===== src/rtl/tri_ring_pkg.sv =====
package tri_ring_pkg;

  localparam int unsigned RING_LEN = 3;
  localparam int unsigned POS_W    = $clog2(RING_LEN);

  typedef logic [RING_LEN-1:0] ringVec_t;

  localparam ringVec_t HOME_CODE = ringVec_t'(1);

  typedef struct packed {
    logic holdEn;
    logic fwdEn;
    logic revEn;
    logic recoverEn;
  } ringCtl_t;

endpackage


===== src/rtl/tri_ring_ctrl.sv =====
module tri_ring_ctrl
  import tri_ring_pkg::*;
(
  input  logic     clk,
  input  logic     rst,
  input  logic     fwdReq,
  input  logic     revReq,
  input  ringVec_t curState,
  output ringCtl_t ctl
);

  logic stateLegal;

  always_comb begin
    stateLegal    = ($countones(curState) == 1);
    ctl.recoverEn = ~stateLegal;
    ctl.fwdEn     = stateLegal & fwdReq;
    ctl.revEn     = stateLegal & ~fwdReq & revReq;
    ctl.holdEn    = stateLegal & ~fwdReq & ~revReq;
  end

  AST_STROBE_EXCL: assert property (@(posedge clk) disable iff (rst)
    $onehot({ctl.holdEn, ctl.fwdEn, ctl.revEn, ctl.recoverEn}));

  AST_FWD_PRIORITY: assert property (@(posedge clk) disable iff (rst)
    (fwdReq && revReq && !ctl.recoverEn) |-> (ctl.fwdEn && !ctl.revEn));

endmodule


===== src/rtl/tri_ring_dp.sv =====
module tri_ring_dp
  import tri_ring_pkg::*;
(
  input  logic     clk,
  input  logic     rst,
  input  ringCtl_t ctl,
  output ringVec_t stateQ
);

  ringVec_t stateD;

  genvar gi;
  generate
    for (gi = 0; gi < RING_LEN; gi++) begin : g_bit
      localparam int PRED = (gi + RING_LEN - 1) % RING_LEN;
      localparam int SUCC = (gi + 1) % RING_LEN;
      always_comb begin
        stateD[gi] = (ctl.holdEn & stateQ[gi])
                   | (ctl.fwdEn  & stateQ[PRED])
                   | (ctl.revEn  & stateQ[SUCC])
                   | (ctl.recoverEn & HOME_CODE[gi]);
      end
    end
  endgenerate

  always_ff @(posedge clk) begin
    if (rst) stateQ <= HOME_CODE;
    else     stateQ <= stateD;
  end

  AST_RESET_HOME: assert property (@(posedge clk)
    rst |=> (stateQ == HOME_CODE));

  AST_ONE_HOT: assert property (@(posedge clk) disable iff (rst)
    $onehot(stateQ));

  AST_FWD_ROTATE: assert property (@(posedge clk) disable iff (rst)
    ctl.fwdEn |=> (stateQ == {$past(stateQ[RING_LEN-2:0]), $past(stateQ[RING_LEN-1])}));

  AST_REV_ROTATE: assert property (@(posedge clk) disable iff (rst)
    ctl.revEn |=> (stateQ == {$past(stateQ[0]), $past(stateQ[RING_LEN-1:1])}));

  AST_HOLD_STABLE: assert property (@(posedge clk) disable iff (rst)
    ctl.holdEn |=> $stable(stateQ));

  AST_RECOVER_HOME: assert property (@(posedge clk) disable iff (rst)
    ctl.recoverEn |=> (stateQ == HOME_CODE));

endmodule


===== src/rtl/tri_ring_fsm.sv =====
module tri_ring_fsm
  import tri_ring_pkg::*;
(
  input  logic clk,
  input  logic rst,
  input  logic fwdIn,
  input  logic revIn,
  output logic ringA,
  output logic ringB,
  output logic ringC
);

  ringCtl_t ctl;
  ringVec_t stateQ;

  tri_ring_ctrl u_ctrl (
    .clk      (clk),
    .rst      (rst),
    .fwdReq   (fwdIn),
    .revReq   (revIn),
    .curState (stateQ),
    .ctl      (ctl)
  );

  tri_ring_dp u_dp (
    .clk    (clk),
    .rst    (rst),
    .ctl    (ctl),
    .stateQ (stateQ)
  );

  assign ringA = stateQ[0];
  assign ringB = stateQ[1];
  assign ringC = stateQ[2];

endmodule


===== config.mk =====
export PLATFORM = sky130hd
export DESIGN_NAME = tri_ring_fsm
export DESIGN_NICKNAME = d
export VERILOG_FILES = /design/src/rtl/tri_ring_pkg.sv /design/src/rtl/tri_ring_ctrl.sv /design/src/rtl/tri_ring_dp.sv /design/src/rtl/tri_ring_fsm.sv
export SDC_FILE = /design/constraint.sdc
export NUM_CORES = 1
export LEC_CHECK = 0
export ABC_AREA = 1
export CORE_AREA = 2 2 39 41
export DETAILED_ROUTE_END_ITERATION = 12
export DIE_AREA = 0 0 41 43
export DONT_BUFFER_PORTS = 1
export PLACE_DENSITY = 0.3
export SYNTH_ARGS = -nofsm -noshare
export SYNTH_HDL_FRONTEND = slang
export SYNTH_SLANG_ARGS = --single-unit
export TNS_END_PERCENT = 20

===== constraint.sdc =====
create_clock -name clk -period 2.2 [get_ports clk]
set_input_delay 0.11 -clock clk [delete_from_list [all_inputs] [get_ports clk]]
set_output_delay 0.11 -clock clk [all_outputs]
set_load 0.01 [all_outputs]

==> summary.md, run 1 <==
| Metric | Value |
|---|---|
| Rel. slew slack | `78.8%` |
| Worst-path fanout max | `7` |
| RSZ-0062 raised after global routing | `no` |
| Reg2reg end | `u_dp.stateQ[1]` |
| Initial DRC Count | `5` |
| Setup TNS | `0 ps` |
| Pint | `0.213 mW` |
| Clock share of power | `23.3%` |
| Layout cell share with drive strength beyond 1 | `13.2%` |
| Die Area | `1760 sq um` |
| Via count | `247` |
| Total CTS buffers | `3` |
| Crit. End Element | `register` |
| Synth warnings | `0` |
| Element type at the critical path start | `register` |
| Nets | `47` |
| DIE HEIGHT | `43 um` |
| Layout area overhead | `18.8%` |
| Simple-gate share of the synthesized area | `36.5%` |
| Initial antenna violation count | `0` |
| XOR/XNOR Fraction of Synth Area | `0%` |
| Port Buffers | `0` |
| Drt wl/cell | `11.1 um` |
| Seq pwr share | `29.4%` |
| Core area | `1380 sq um` |
| Fin crit share | `82.1%` |
| Cell Pwr Density | `1400 nW/um^2` |
| Max reg flops | `3` |
| Synth Net Count | `42` |
| Area leader, netlist | `dfxtp_1` |
| IO Count | `7` |
| Setup violators final | `0` |
| Most frequent cells in the layout | `8 x inv_1, 7 x nand4_1, 5 x nand2_1` |
| Number of diodes | `0` |
| Leakage power | `0.155 nW` |
| Layout fillers | `162` |
| Reg clk slew, reported paths | `40 ps` |
| Synth Register Bits | `3` |
| Largest Register | `u_dp.stateQ` |
| CP endpoint | `u_dp.stateQ[1]` |
| Tightest Hold Check Type | `in -> reg` |
| Non-filler cells, final | `54` |
| Drc violations | `0` |
| RR Startpoint | `u_dp.stateQ[0]` |
| Reg2reg path depth | `9` |
| H-tree Lvls | `1` |
| Setup crit start | `u_dp.stateQ[0]` |
| Net Sw Frac | `48.1%` |
| WP data required | `2380 ps` |
| Largest family of logic cells by synthesized area | `simple AND/OR/NAND/NOR gates` |
| Clock Path Buffers | `2` |
| Post-route ant nets | `0` |
| Area taken by multi-input logic gates | `153 sq um` |
| Share of the synthesized area in the top cell type | `24.4%` |
| # rows | `14` |
| CTS tree | `done` |
| Pins Over Slew Limit | `0` |
| Synth top area cells | `dfxtp_1 24%, nand4_1 18%, ha_1 15%` |
| Synth Instances | `34` |
| Mux share of post-synthesis cell area | `0%` |
| Number of global-route vias before repair | `254` |
| Setup Buffers After CTS | `0` |
| Via density | `4.57` |
| First-pass GRT wire length | `924 um` |
| Worst slew pin tran | `317 ps` |
| CP Class | `reg -> reg` |
| Combinational Power Share | `47.4%` |
| Final Critical Period | `1810 ps` |
| Clock Skews | `2.43 ps` |
| Die width | `41 um` |
| Net Sw Power | `0.197 mW` |
| Max Clk Rate | `554 MHz` |
| Status | `completed` |
| Post-Syn Area | `246 sq um` |
| Global placement routability congestion | `0.774` |
| Post-CTS Resized | `0` |
| Biggest regs | `u_dp.stateQ x3` |
| GRT Resource Usage Total | `8.50%` |
| Register-to-Register Setup Slack | `390 ps` |
| Skew-Pair Late Insertion Delay | `230 ps` |
| Total clock sinks | `3` |
| Arr. time, crit path | `1980 ps` |
| Hold-fix buffers at CTS | `0` |
| Commonest non-fill, non-tap cell in the layout | `inv_1` |
| Syn avg cell area | `7.25 sq um` |
| Synth Area in Adders | `23.4%` |
| Final HPWL DP | `452 um` |
| Post-Route WL | `602 um` |
| Fin. Hold Viols | `0` |
| Sequential area share after synthesis | `24.4%` |
| VDD IR max | `0.582 mV` |
| Total global routing overflow | `0` |
| Compound-cell area share of the yosys netlist | `2.03%` |
| Starting Density | `17.8%` |
| Total instance count after detailed placement | `50` |
| First drt pass iteration count | `4` |
| Synth cell types | `12` |
| CTS root buf | `clkbuf_4` |
| Maximum number of pins on one net before global-route repair | `8` |
| # Max-Cap Violations | `0` |
| Total area of sequential cells | `60.1 sq um` |
-- power groups by stage --
stage               clock, mW  combinational (mW)  sequential (mW)
global route            0.107               0.222            0.125
floorplan                   0               0.160            0.107
global placement            0               0.188            0.121
detailed placement          0               0.193            0.122
CTS                     0.102               0.194            0.121
finish                 0.0954               0.194            0.120
-- layout make-up --
cell class	instances	share of cell area, %
inverters	9	11.5
flip-flops and latches	3	20.5
multi-input cells	22	52.1
clock buffers	4	8.97
well taps	16	6.84
-- worst min path at each step --
| stage | end | startpoint | slack, ps | cells after the start |
|---|---|---|---|---|
| detailed placement | u_dp.stateQ[0] | rst | 270 | 2 |
| global route | u_dp.stateQ[0] | rst | 30 | 2 |
| CTS | u_dp.stateQ[0] | rst | 20 | 2 |
| floorplan | u_dp.stateQ[0] | rst | 230 | 2 |
| finish | u_dp.stateQ[0] | rst | 30 | 2 |
| global placement | u_dp.stateQ[0] | rst | 260 | 2 |
-- synthesized netlist by cell type --
cell type and count:
ha_1 3, nand3_1 2, fa_1 1, nand4_1 7, nand3b_1 1, dfxtp_1 3, a21oi_1 1, inv_1 8
nand2_1 5, nor2_1 1, inv_2 1, nor2_2 1
-- routing by layer --
metal	global-route usage (%)	routed length, um	share of wire, %	vias to the layer above
met2	10.3	243	40	15
met4	9.33	28	4.7	0
met3	6.81	88	15	4
met5	0	0	0	-
li1	-	-	-	119
met1	7.94	241	40	109
-- critical path: stages (launching register included) --
cell and delay [ps]:
dfxtp_1 490, inv_1 110, fa_1 490, inv_2 70, nand2_1 50, nor2_2 220, nand4_1 120, nand3_1 110
nand2_1 50, inv_1 40
-- cell families after synthesis --
group	count (synthesis)
and+or+nand+nor	17
buffers and inverters	9
adders and majority gates	4
DFF	3
AOI/OAI and AO/OA	1
-- metrics by stage --
step	hold WS (ps)	power, mW	setup WS (ps)	utilization, %	area [sq um]
finish	31.6	0.410	395	21.2	293
global route	26.9	0.455	238	21.2	293
CTS	17.7	0.417	381	21.2	293
detailed placement	266	0.315	393	19.3	267
global placement	265	0.310	406	19.3	267
floorplan	228	0.267	602	-	246
No activity file was read; power rests on OpenSTA's default activity.
==> run 2, diff against run 1 <==
==> constraint.sdc (replaced) <==
create_clock -name clk -period 1.7 [get_ports clk]
set_input_delay 0.085 -clock clk [delete_from_list [all_inputs] [get_ports clk]]
set_output_delay 0.085 -clock clk [all_outputs]
set_load 0.01 [all_outputs]
==> summary.md, run 2 (same netlist as run 1, synthesis figures left out) <==
| Metric | Value |
|---|---|
| RSZ-0062 raised after global routing | `no` |
| Max Clk Rate | `630 MHz (+14%)` |
| Via density | `4.22 (-7.8%)` |
| Tightest Hold Check Type | `in -> reg` |
| Grt peak-use layer | `met2` |
| Core area | `1380 sq um (unchanged)` |
| Crit. End Element | `register` |
| CTS tree | `done` |
| # rows | `14 (unchanged)` |
| Total clock sinks | `3 (unchanged)` |
| Final HPWL DP | `462 um (+2.1%)` |
| Reg clk slew, reported paths | `40 ps (about the same)` |
| DIE HEIGHT | `43 um (unchanged)` |
| Largest Register | `u_dp.stateQ` |
| Cell Pwr Density | `1750 nW/um^2 (+25%)` |
| Commonest non-fill, non-tap cell in the layout | `inv_1` |
| First-pass GRT wire length | `931 um (+0.76%)` |
| Post-Route WL | `574 um (-4.7%)` |
| Max reg flops | `3 (unchanged)` |
| IO Count | `7 (unchanged)` |
| WP data required | `1880 ps (-500 ps)` |
| Skew-Pair Late Insertion Delay | `230 ps (about the same)` |
| Via count | `253 (+2.4%)` |
| M1 GR Usage | `9.21% (+1.3 points)` |
| First drt pass iteration count | `4 (unchanged)` |
| Maximum number of pins on one net before global-route repair | `8 (unchanged)` |
| Met2 GRT Util | `11.6% (+1.3 points)` |
| Setup TNS | `0 ps (unchanged)` |
| Grt met3 use | `2.09% (-4.7 points)` |
| Layout area overhead | `41.6%` |
| Global placement routability congestion | `0.702 (-9.3%)` |
| Setup violators final | `0 (unchanged)` |
| Non-filler cells, final | `60 (+11%)` |
| Leakage power | `0.185 nW (+20%)` |
| VDD IR max | `0.576 mV (-1.1%)` |
| GRT Resource Usage Total | `8.30% (-0.20 points)` |
| Worst-path fanout max | `4 (-3)` |
| Drc violations | `0 (unchanged)` |
| Number of diodes | `0 (unchanged)` |
| Post-Route Utilization | `25.2% (+4.1 points)` |
| Nets | `53 (+13%)` |
| Biggest regs | `u_dp.stateQ x3` |
| Area taken by multi-input logic gates | `160 sq um (+4.9%)` |
| Worst slew pin tran | `205 ps (-112 ps)` |
| Initial antenna violation count | `0 (unchanged)` |
| Die width | `41 um (unchanged)` |
| Port Buffers | `0 (unchanged)` |
| Clock Skews | `2.20 ps (-0.228 ps)` |
| Number of global-route vias before repair | `242 (-4.7%)` |
| Layout cell share with drive strength beyond 1 | `27.3% (+14 points)` |
| Most frequent cells in the layout | `8 x inv_1, 7 x nand4_1, 5 x nand2_1, 5 x buf_4` |
| Starting Density | `17.8% (unchanged)` |
| Drt wl/cell | `9.57 um (-14%)` |
| Total instance count after detailed placement | `55 (+10%)` |
| Layout fillers | `163 (+0.62%)` |
| Element type at the critical path start | `register` |
| Final Critical Period | `1590 ps (-219 ps)` |
| Pins Over Slew Limit | `0 (unchanged)` |
| Die Area | `1760 sq um (unchanged)` |
| CP Class | `reg -> reg` |
| Fin. Hold Viols | `0 (unchanged)` |
| H-tree Lvls | `1 (unchanged)` |
| Initial DRC Count | `6 (+1)` |
| CTS root buf | `clkbuf_4` |
| Clock Path Buffers | `2 (unchanged)` |
| Total CTS buffers | `3 (unchanged)` |
| Post-route ant nets | `0 (unchanged)` |
| Total global routing overflow | `0 (unchanged)` |
| Rel. slew slack | `86.3% (+7.5 points)` |
| Total area of sequential cells | `61.3 sq um (+2.1%)` |
| Fin crit share | `93.3% (+11 points)` |
| Status | `completed` |
| # Max-Cap Violations | `0 (unchanged)` |
| Arr. time, crit path | `1770 ps (-210 ps)` |
[run 2: cell types whose count changed in the layout (fill, tap and decap cells not counted), sizes merged]
| cell | change |
|---|---|
| buf | +5 |
| dlygate4sd3 | +1 |
[run 2: per-layer routing]
layer | wire [um] | share of wire (%)
met3 | 40 | 7.0
met1 | 240 | 42
met4 | 21 | 3.7
met5 | 0 | 0
met2 | 272 | 47
[run 2: critical path, stage by stage, from the launching register on]
cell and delay (ps):
dfxtp_2 330, ha_1 290, ha_1 180, ha_1 220, nand3b_1 180, nor2_2 110, nand2_1 60, nand3_1 80
nand2_1 50, inv_1 40
[run 2: path summary, 6_finish.rpt]
kind	start	end	slack, ps	depth (start not counted)
worst max-delay path	u_dp.stateQ[0]	u_dp.stateQ[2]	110	9
worst min-delay path	rst	u_dp.stateQ[1]	9	3
worst min register to register	u_dp.stateQ[2]	u_dp.stateQ[0]	650	3
worst max register to register	u_dp.stateQ[0]	u_dp.stateQ[2]	110	9
[run 2: area by class of cell]
cell class,instances,area share (%)
repair buffers,6,13.6
multi-input cells,22,45.9
well taps,16,5.73
flip-flops and latches,3,17.6
inverters,9,9.68
clock buffers,4,7.53
[run 2: where the power goes]
part,internal [mW],switching [mW],leakage (nW)
clock,0.0880,0.0375,0.0150
sequential,0.0983,0.0196,0.0245
combinational,0.152,0.214,0.146
total,0.338,0.271,0.185
[run 2: timing repair]
action	CTS	global route
hold endpoints to repair	1	0
buffers inserted	0	0
endpoints found under the setup margin	0	3
hold buffers	1	0
gates resized for setup	0	3
[run 2: through the flow]
step	instance area (sq um)	worst slack (ps)	power, mW	hold WS [ps]
floorplan	246	102	0.346	203
global placement	304	57.8	0.462	237
detailed placement	304	18.6	0.464	238
CTS	340	4.87	0.597	9.43
global route	349	21.4	0.675	10.7
finish	349	114	0.609	9.00
